`config.mk`:
```
export PLATFORM = sky130hd
export DESIGN_NAME = irq_comb_top
export DESIGN_NICKNAME = d
export VERILOG_FILES = /design/src/rtl/irq_comb_pkg.sv /design/src/rtl/irq_comb_dec.sv /design/src/rtl/irq_comb_lsb.sv /design/src/rtl/irq_comb_top.sv
export SDC_FILE = /design/constraint.sdc
export NUM_CORES = 1
export LEC_CHECK = 0
export BUFFER_PORTS_ARGS = -buffer_cell sky130_fd_sc_hd__buf_2
export CAP_MARGIN = 30
export CORE_UTILIZATION = 30
export DETAILED_ROUTE_END_ITERATION = 6
export GPL_TIMING_DRIVEN = 1
export PLACE_DENSITY = 0.6
export SYNTH_ARGS = -nofsm -noshare
export SYNTH_HDL_FRONTEND = slang
export SYNTH_HIERARCHICAL = 1
export SYNTH_SLANG_ARGS = --single-unit
```
`constraint.sdc`:
```
create_clock -name clk -period 2.51 [get_ports clk]
set_input_delay 0 -clock clk [delete_from_list [all_inputs] [get_ports clk]]
set_output_delay 0 -clock clk [all_outputs]
set_load 0.1 [all_outputs]
```
`src/rtl/irq_comb_pkg.sv`:
```
package irq_comb_pkg;
    localparam int unsigned GRP_W        = 8;
    localparam int unsigned GRP_PER_BANK = 4;
    localparam int unsigned WORD_W       = GRP_W * GRP_PER_BANK;
    localparam int unsigned IDX_W        = $clog2(GRP_W);

    typedef enum logic [1:0] {
        REG_SET  = 2'd0,
        REG_CLR  = 2'd1,
        REG_STS  = 2'd2,
        REG_NONE = 2'd3
    } reg_kind_e;
endpackage

```
`src/rtl/irq_comb_dec.sv`:
```
module irq_comb_dec
    import irq_comb_pkg::*;
#(
    parameter int unsigned NUM_BANKS = 2,
    parameter int unsigned ADDR_W    = 8
) (
    input  logic [ADDR_W-1:0]    addr,
    output logic [NUM_BANKS-1:0] bank_hit,
    output reg_kind_e            kind
);
    localparam int unsigned SEL_W = ADDR_W - 4;

    logic [SEL_W-1:0] sel;
    assign sel = addr[ADDR_W-1:4];

    for (genvar b = 0; b < NUM_BANKS; b++) begin : g_hit
        assign bank_hit[b] = (sel == SEL_W'(b));
    end

    always_comb begin
        unique case (addr[3:0])
            4'h0:    kind = REG_SET;
            4'h4:    kind = REG_CLR;
            4'hC:    kind = REG_STS;
            default: kind = REG_NONE;
        endcase
    end
endmodule

```
`src/rtl/irq_comb_lsb.sv`:
```
module irq_comb_lsb
    import irq_comb_pkg::*;
(
    input  logic [GRP_W-1:0] vec,
    output logic [IDX_W-1:0] idx,
    output logic             vld
);
    always_comb begin
        idx = '0;
        for (int i = GRP_W - 1; i >= 0; i--) begin
            if (vec[i]) idx = IDX_W'(i);
        end
        vld = |vec;
    end
endmodule

```
`src/rtl/irq_comb_top.sv`:
```
module irq_comb_top
    import irq_comb_pkg::*;
#(
    parameter int unsigned NUM_BANKS = 2,
    parameter int unsigned ADDR_W    = 8
) (
    input  logic                                   clk,
    input  logic                                   rst_n,
    input  logic [NUM_BANKS*WORD_W-1:0]            irq_in,
    input  logic                                   bus_wr,
    input  logic [ADDR_W-1:0]                      bus_addr,
    input  logic [WORD_W-1:0]                      bus_wdata,
    output logic [WORD_W-1:0]                      bus_rdata,
    output logic [NUM_BANKS*GRP_PER_BANK-1:0]      grp_irq,
    output logic [NUM_BANKS*GRP_PER_BANK*IDX_W-1:0] grp_idx,
    output logic [NUM_BANKS*GRP_PER_BANK-1:0]      grp_idx_vld
);
    localparam int unsigned NUM_GROUPS = NUM_BANKS * GRP_PER_BANK;
    localparam int unsigned NUM_SRC    = NUM_BANKS * WORD_W;

    typedef struct packed {
        logic [NUM_SRC-1:0] en;
        logic [NUM_SRC-1:0] sts;
    } state_t;

    state_t                st_d, st_q;
    logic [NUM_BANKS-1:0]  bank_hit;
    reg_kind_e             kind;

    irq_comb_dec #(
        .NUM_BANKS (NUM_BANKS),
        .ADDR_W    (ADDR_W)
    ) u_dec (
        .addr     (bus_addr),
        .bank_hit (bank_hit),
        .kind     (kind)
    );

    always_comb begin
        st_d     = st_q;
        st_d.sts = irq_in;
        for (int b = 0; b < NUM_BANKS; b++) begin
            if (bus_wr && bank_hit[b]) begin
                if (kind == REG_SET)
                    st_d.en[b*WORD_W +: WORD_W] = st_q.en[b*WORD_W +: WORD_W] | bus_wdata;
                else if (kind == REG_CLR)
                    st_d.en[b*WORD_W +: WORD_W] = st_q.en[b*WORD_W +: WORD_W] & ~bus_wdata;
            end
        end
    end

    always_ff @(posedge clk or negedge rst_n) begin
        if (!rst_n) st_q <= '0;
        else        st_q <= st_d;
    end

    always_comb begin
        bus_rdata = '0;
        for (int b = 0; b < NUM_BANKS; b++) begin
            if (bank_hit[b]) begin
                if (kind == REG_SET || kind == REG_CLR)
                    bus_rdata = st_q.en[b*WORD_W +: WORD_W];
                else if (kind == REG_STS)
                    bus_rdata = st_q.sts[b*WORD_W +: WORD_W];
            end
        end
    end

    for (genvar g = 0; g < NUM_GROUPS; g++) begin : g_grp
        logic [GRP_W-1:0] live;
        assign live = st_q.en[g*GRP_W +: GRP_W] & st_q.sts[g*GRP_W +: GRP_W];
        assign grp_irq[g] = |live;

        irq_comb_lsb u_lsb (
            .vec (live),
            .idx (grp_idx[g*IDX_W +: IDX_W]),
            .vld (grp_idx_vld[g])
        );
    end
endmodule

```
==> flow_summary.json, run 1 <==
{
  "cts_sinks": 128,
  "synth_cell_types": 31,
  "setup_violations": 0,
  "crit_type": "reg -> out",
  "grt_pass1_vias": 5930,
  "cts.clk_slew.worst_paths_ps": 60,
  "synth_area_leader_cell": "dfrtp_1",
  "hold_class": "in -> async",
  "cts_buffer_depth": 2,
  "synth_most_common_cell": "dfrtp_1",
  "power_density_nw_per_um2": 535,
  "synth_top_area_share_pct": 49.0,
  "m1WireLength_um": 8890,
  "worstPathRequired_ps": 2510,
  "grt_first_pass_wirelength_um": 31900,
  "crit_start": "st_q[10]",
  "synth_nets": 762,
  "netlist_instances": 655,
  "fin_total_pwr_mw": 5.37,
  "regArea_um2": 3200,
  "avgRoutedWirePerCell_um": 16.6,
  "reg2reg_setup_slack_ps": 1730,
  "layout_min_cycle_time_ps": 2360,
  "dp_hpwl_um": 13800,
  "p_leak_nw": 4.75,
  "fin_area_um2": 10000,
  "htreeDepth": 4,
  "peakVddDrop_mv": 0.321,
  "wl_um": 20200,
  "synth_seq_cells": 128,
  "ios": 179,
  "dpl.cell_count": 1087,
  "synth_edf_count": 0,
  "worst_pin_slew_ps": 986,
  "wl_met3_um": 1060,
  "ys_seq_area_share_pct": 49.0,
  "rows": 53,
  "end_kind": "output port",
  "place_area_um2": 8510,
  "postRouteAntennaNets": 0,
  "drt_iter0_drc": 293,
  "grt_util_all_layers_pct": 18.9,
  "netlist_area_um2": 6540,
  "drive_gt1_share_pct": 34.3,
  "fillers": 1975,
  "cp_max_fo": 4,
  "fin_tns_setup_ps": 0,
  "multi_input_area_um2": 3320,
  "routed-wl-met2_um": 9970,
  "port-buffer-count": 178,
  "finalHoldViolCount": 0,
  "dr.pass1.iters": 5,
  "ctsResizeCount": 0,
  "clk-insertion-delay-late_ps": 410,
  "synth_warnings": 6,
  "synthTopCellsByArea": "dfrtp_1 49%, mux2_2 5.5%, and2_1 5.4%, mux2i_1 4.9%, a2bb2oi_1 4.1%",
  "status": "completed",
  "grt_max_degree": 67,
  "area_growth_pct": 53.5,
  "clock.fmax_mhz": 424,
  "cts_setup_buffers": 0,
  "die_w_um": 150,
  "drc": 0,
  "top_layer_used": "met4",
  "antenna_found_initial": 2,
  "die_h_um": 150,
  "vias_per_cell": 4.82,
  "gp_congestion": 0.846,
  "hold_ws_ps": 131,
  "nets": 1035,
  "clock_skew_ps": 0,
  "synth_area_per_cell_um2": 9.99,
  "vias": 5872,
  "core_um2": 21200,
  "ys_async_sr_fraction_pct": 100,
  "period_share_pct": 94.1,
  "grt-ovfl-total": 0,
  "cp.arrival_ps": 2360,
  "dieArea_um2": 22400,
  "cts_tree": "done",
  "cts_buffers": 17,
  "maxSlewHeadroom_pct": 34.1,
  "cp-start-kind": "flip-flop",
  "initial_utilization_pct": 30.8,
  "stdcell_count": 1217,
  "synth_commonest_cells": "128 x dfrtp_1, 66 x nand2_1, 56 x and2_1",
  "slew_viol_final": 0,
  "cts_root_buf": "clkbuf_16",
  "reg2regPathDepth": 1,
  "maxCapViolCount": 0,
  "grt_setup_unrepaired": "false",
  "ys.flop_type": "dfrtp_1"
}
[metal layers]
metal	GRT usage [%]	up-vias
li1	-	2825
met1	24.4	2845
met2	31.3	180
met3	4.42	22
met4	5.91	0
met5	0	-
[layout by cell type (no fill, tap or decap), types with 33 or more instances in the layout]
cell type,instances
buf_2,145
dfrtp_1,128
dlygate4sd3_1,97
nand2_1,66
and2_1,56
inv_1,40
nor2b_1,39
a21oi_1,39
buf_12,33
[stage by stage]
stage	setup WS [ps]	utilization, %
floorplan	129	-
finish	149	47.3
CTS	117	47.3
global route	90.6	47.3
global placement	266	40.1
detailed placement	269	40.1
[critical path, cell delays in order, from the launching register on]
cell and delay (ps):
dfrtp_1 400, and2_4 160, or4_1 510, or4_1 550, buf_2 330
[logic make-up after synthesis]
kind of cell | Yosys count | synth area share (%)
flops | 128 | 49.0
buf+inv | 76 | 4.44
simple gates | 250 | 22.1
compound gates | 136 | 14.0
xor+xnor | 1 | 0.134
mux | 64 | 10.4
[layout make-up]
cell class,instances,share of cell area [%]
antenna,2,0.0498
clock buffer,19,4.41
clock inverter,12,1.13
inverter,41,1.53
multi-input combinational,451,33.0
sequential,128,31.9
tap,275,3.43
timing repair buffer,289,24.6
[how the worst max path moves through the flow]
| stage | endpoint | slack [ps] | depth (start not counted) |
|---|---|---|---|
| detailed placement | bus_rdata[18] | 270 | 8 |
| floorplan | grp_idx[12] | 130 | 2 |
| global route | grp_irq[1] | 90 | 4 |
| global placement | bus_rdata[18] | 270 | 8 |
| finish | grp_irq[1] | 150 | 4 |
| CTS | grp_irq[6] | 120 | 4 |
[report_power, final]
part / internal [mW] / switching (mW)
Sequential: 2.16 / 0.0492
Combinational: 0.335 / 0.495
Clock: 1.39 / 0.952
Total: 3.88 / 1.50
[timing repair]
| action | 4_1_cts | 5_1_grt |
|---|---|---|
| endpoints found under the hold margin | 192 | 0 |
| hold buffers | 97 | 0 |
| setup endpoints to repair | 0 | 0 |
Power figures use the tool's default switching activity.
==> inputs of run 2 (changes only) <==
BUFFER_PORTS_ARGS = not set   (was -buffer_cell sky130_fd_sc_hd__buf_2)
CORE_UTILIZATION = 45   (was 30)
DONT_BUFFER_PORTS = 1   (was not set)
PLACE_DENSITY = 0.69   (was 0.6)
==> run 2 against run 1 <==
Compared with the run above:
- the flow now finishes with violations (hold timing)
- worst setup slack better by 57 ps
- cell count is 17% lower
- sequential cell count stayed put
- critical path depth is 3 higher
- count of clock-buffer cells in the layout is 1 higher
- worst hold slack worse by 840 ps
- sequential power hardly changed
- maximum frequency is 2.5% higher
- final area is 4.9% lower
- register-to-register slack worse by 20 ps
- first-iteration DRC count is 29% higher
==> flow_summary.json, run 2 (synthesized netlist as in run 1, its figures left out) <==
{
  "dieArea_um2": 15000,
  "cts_root_buf": "clkbuf_16",
  "wl_um": 19500,
  "dr.pass1.iters": 5,
  "clk-insertion-delay-late_ps": 410,
  "peakVddDrop_mv": 0.602,
  "layout_min_cycle_time_ps": 2300,
  "drive_gt1_share_pct": 26.4,
  "cp_max_fo": 34,
  "drt_iter0_drc": 377,
  "core_um2": 14000,
  "final_core_util_pct": 68.0,
  "postRouteAntennaNets": 0,
  "drc": 0,
  "initial_utilization_pct": 46.6,
  "vias": 5785,
  "insertedDiodeCount": 0,
  "htreeDepth": 4,
  "gr-usage-met2_pct": 46.5,
  "vias_per_cell": 5.74,
  "grt_pass1_vias": 6003,
  "ctsResizeCount": 0,
  "grt_setup_unrepaired": "false",
  "avgRoutedWirePerCell_um": 19.4,
  "grtUsageMet1_pct": 31.0,
  "violations": "hold timing",
  "hold_ws_ps": -714,
  "maxSlewHeadroom_pct": 36.0,
  "grt_first_pass_wirelength_um": 30300,
  "cp-start-kind": "primary input",
  "layout_commonest_cell": "dfrtp_1",
  "cts_buffer_depth": 2,
  "cp.arrival_ps": 2300,
  "final_cell_mix": "128 x dfrtp_1, 96 x dlygate4sd3_1, 66 x nand2_1",
  "area_growth_pct": 46.0,
  "cts_tree": "done",
  "grt_max_degree": 129,
  "clock.fmax_mhz": 434,
  "use_met3_pct": 6.64,
  "period_share_pct": 91.8,
  "dp_hpwl_um": 12700,
  "grt_util_all_layers_pct": 26.8,
  "cts_sinks": 128,
  "end_kind": "output port",
  "worstPathRequired_ps": 2510,
  "fillers": 960,
  "hold_buffers": 96,
  "cts_setup_buffers": 0,
  "finalHoldViolCount": 128,
  "rows": 43,
  "maxCapViolCount": 0,
  "slew_viol_final": 0,
  "die_h_um": 123,
  "worst_pin_slew_ps": 959,
  "p_leak_nw": 4.36,
  "gp_congestion": 0.868,
  "grt-ovfl-total": 0,
  "ios": 179,
  "hold_class": "in -> async",
  "nets": 926,
  "reg2regPathDepth": 1,
  "die_w_um": 123,
  "cts_buffers": 17,
  "power_density_nw_per_um2": 549,
  "grt.busiest_layer": "met2",
  "setup_violations": 0,
  "reg2reg_setup_slack_ps": 1710,
  "clock_skew_ps": 0,
  "crit_type": "in -> out",
  "status": "finished with violations",
  "antenna_found_initial": 0,
  "cts.clk_slew.worst_paths_ps": 50,
  "port-buffer-count": 0,
  "fin_tns_setup_ps": 0
}
-- run 2: changes by cell type in the layout (fill, tap and decap cells not counted), sizes merged --
| cell | delta |
|---|---|
| clkinvlp | -3 |
| clkbuf | +1 |
| clkinv | -2 |
| dlygate4sd3 | -1 |
| inv | -1 |
| buf | -108 |
| diode | -2 |
| bufinv | +1 |
-- run 2: worst max-delay path by stage --
stage                     start            end  slack (ps)
floorplan             flip-flop    grp_idx[12]         130
global placement    bus_addr[3]  bus_rdata[13]         330
detailed placement  bus_addr[3]  bus_rdata[25]         270
CTS                   flip-flop     grp_irq[7]         230
global route        bus_addr[3]  bus_rdata[22]         130
finish              bus_addr[3]  bus_rdata[22]         210
-- run 2: cell type report --
class	count	area, um^2	area share (%)
clock buffer	20	447	4.68
sequential	128	3200	33.5
tap	180	225	2.36
clock inverter	7	91.3	0.956
inverter	41	154	1.61
timing repair buffer	180	1990	20.8
multi-input combinational	451	3440	36.0
-- run 2: layer usage --
layer / routed length [um] / share of wire [%] / vias up
li1: - / - / 2603
met1: 7640 / 39 / 2883
met2: 10100 / 52 / 249
met3: 1230 / 6.3 / 50
met4: 539 / 2.8 / 0
met5: 0 / 0 / -
-- run 2: power by group --
| group | internal [mW] | total, mW | switching [mW] |
|---|---|---|---|
| combinational | 0.293 | 0.739 | 0.446 |
| sequential | 2.16 | 2.21 | 0.0523 |
| clock | 1.45 | 2.30 | 0.843 |
| total | 3.90 | 5.25 | 1.34 |
-- run 2: critical path, cell delays in order --
cell and delay (ps):
xor2_1 130, or3_1 410, nor2b_4 650, buf_4 490
a2bb2oi_1 140, o22ai_2 240, buf_12 220
-- run 2: per-stage QoR --
step	cells	cell area (um^2)	power, mW	worst slack (ps)
global placement	884	8060	2.82	333
detailed placement	884	8060	2.84	265
CTS	1007	9550	5.29	231
global route	1007	9550	5.44	134
finish	1007	9550	5.25	206
floorplan	655	6800	2.68	129
==> inputs of run 3 (changes only) <==
ABC_CLOCK_PERIOD_IN_PS = 2800   (was not set)
clock period = 2.8 ns   (was 2.51 ns; I/O delays follow)
==> run 3 against run 2 <==
Compared with the run above:
- the run still ends with hold timing left
- first-iteration DRC count fell by 11%
- power down 7.8%
- sequential cell count unchanged
- final area shrank 0.48%
- utilization fell by 0.33 points
- wire length increased by 3.2%
- die area unchanged
- critical path type is now reg -> out
- largest power group unchanged
==> flow_summary.json, run 3 (synthesized netlist as in run 1, its figures left out) <==
{
  "status": "finished with violations",
  "violations": "hold timing",
  "cts_tree": "done",
  "gp_congestion": 0.909,
  "cp.arrival_ps": 2500,
  "slew_viol_final": 0,
  "drt_iter0_drc": 334,
  "final_cell_mix": "128 x dfrtp_1, 96 x dlygate4sd3_1, 66 x nand2_1",
  "fin_total_pwr_mw": 4.84,
  "end_kind": "output port",
  "vias_per_cell": 5.78,
  "cts_sinks": 128,
  "place_area_um2": 7960,
  "htreeDepth": 4,
  "nets": 915,
  "use_met3_pct": 7.99,
  "grt_max_degree": 129,
  "fin_tns_setup_ps": 0,
  "hold_ws_ps": -726,
  "post-place-ws_ps": 494,
  "dpl.cell_count": 873,
  "area_growth_pct": 45.3,
  "grt_first_pass_wirelength_um": 31500,
  "cts_buffer_depth": 2,
  "grt_pass1_vias": 6293,
  "fin_area_um2": 9510,
  "maxCapViolCount": 0,
  "clock_skew_ps": 0,
  "grtUsageMet1_pct": 30.5,
  "period_share_pct": 89.1,
  "dr.pass1.iters": 5,
  "clock.fmax_mhz": 401,
  "layout_commonest_cell": "dfrtp_1",
  "clk-insertion-delay-late_ps": 420,
  "worstPathRequired_ps": 2800,
  "initial_utilization_pct": 46.6,
  "peakVddDrop_mv": 0.437,
  "grt-ovfl-total": 0,
  "cp-start-kind": "flip-flop",
  "finalHoldViolCount": 128,
  "vias": 5799,
  "dp_hpwl_um": 12500,
  "antenna_found_initial": 1,
  "layout_min_cycle_time_ps": 2500,
  "avgRoutedWirePerCell_um": 20.1,
  "crit_type": "reg -> out",
  "fillers": 968,
  "cts_buffers": 17,
  "worst_pin_slew_ps": 1060,
  "hold_buffers": 96,
  "drc": 0,
  "power_density_nw_per_um2": 509,
  "cts.clk_slew.worst_paths_ps": 60,
  "wl_um": 20200,
  "setup_violations": 0,
  "gr-usage-met2_pct": 48.7,
  "port-buffer-count": 0,
  "die_w_um": 123,
  "grt.busiest_layer": "met2",
  "ios": 179,
  "grt_setup_unrepaired": "false",
  "stdcell_count": 1003,
  "core_um2": 14000,
  "cts_root_buf": "clkbuf_16",
  "dieArea_um2": 15000,
  "drive_gt1_share_pct": 25.9,
  "postRouteAntennaNets": 0,
  "rows": 43,
  "final_core_util_pct": 67.7,
  "p_leak_nw": 4.31,
  "maxSlewHeadroom_pct": 28.2,
  "cp_max_fo": 4,
  "hold_class": "in -> async",
  "fin_ws_ps": 305,
  "die_h_um": 123,
  "grt_util_all_layers_pct": 27.9
}
==> run 3: report_power, final <==
group / internal, mW / total (mW) / leakage, nW / switching [mW]
Sequential: 1.93 / 1.98 / 1.49 / 0.0476
Combinational: 0.260 / 0.666 / 2.55 / 0.406
Clock: 1.33 / 2.19 / 0.271 / 0.859
Total: 3.53 / 4.84 / 4.31 / 1.31
==> run 3: critical path: stages (launching register included) <==
cell and delay (ps):
dfrtp_1 400, and2_1 220, or4_1 490, or4_1 950
==> run 3: timing repair <==
item | CTS | global route
setup buffers | 0 | 0
hold endpoints to repair | 256 | 128
resized for setup | 0 | 0
==> run 3: layout make-up <==
type | instances | area [um^2] | share of cell area (%)
multi-input combinational | 451 | 3440 | 36.2
clock buffer | 19 | 443 | 4.66
sequential | 128 | 3200 | 33.7
tap | 180 | 225 | 2.37
antenna | 2 | 5.00 | 0.0526
clock inverter | 13 | 139 | 1.46
timing repair buffer | 169 | 1900 | 19.9
inverter | 41 | 154 | 1.62
==> run 3: worst paths after layout <==
path | endpoint | from | slack (ps) | cells after the start
setup reg to reg | flip-flop | flip-flop | 1990 | 1
hold / removal | st_q[34] | rst_n | -730 | 0
min in group clk | st_q[34] | irq_in[34] | 120 | 1
max in group asynchronous | async pin | rst_n | 3380 | 0
setup / recovery | grp_irq[1] | st_q[8] | 300 | 3
hold reg to reg | flip-flop | flip-flop | 510 | 1
==> run 3: per-layer routing <==
layer	share of wire (%)	vias up
met5	0	-
met4	3.3	0
met3	6.7	62
met2	52	265
met1	38	2887
li1	-	2585
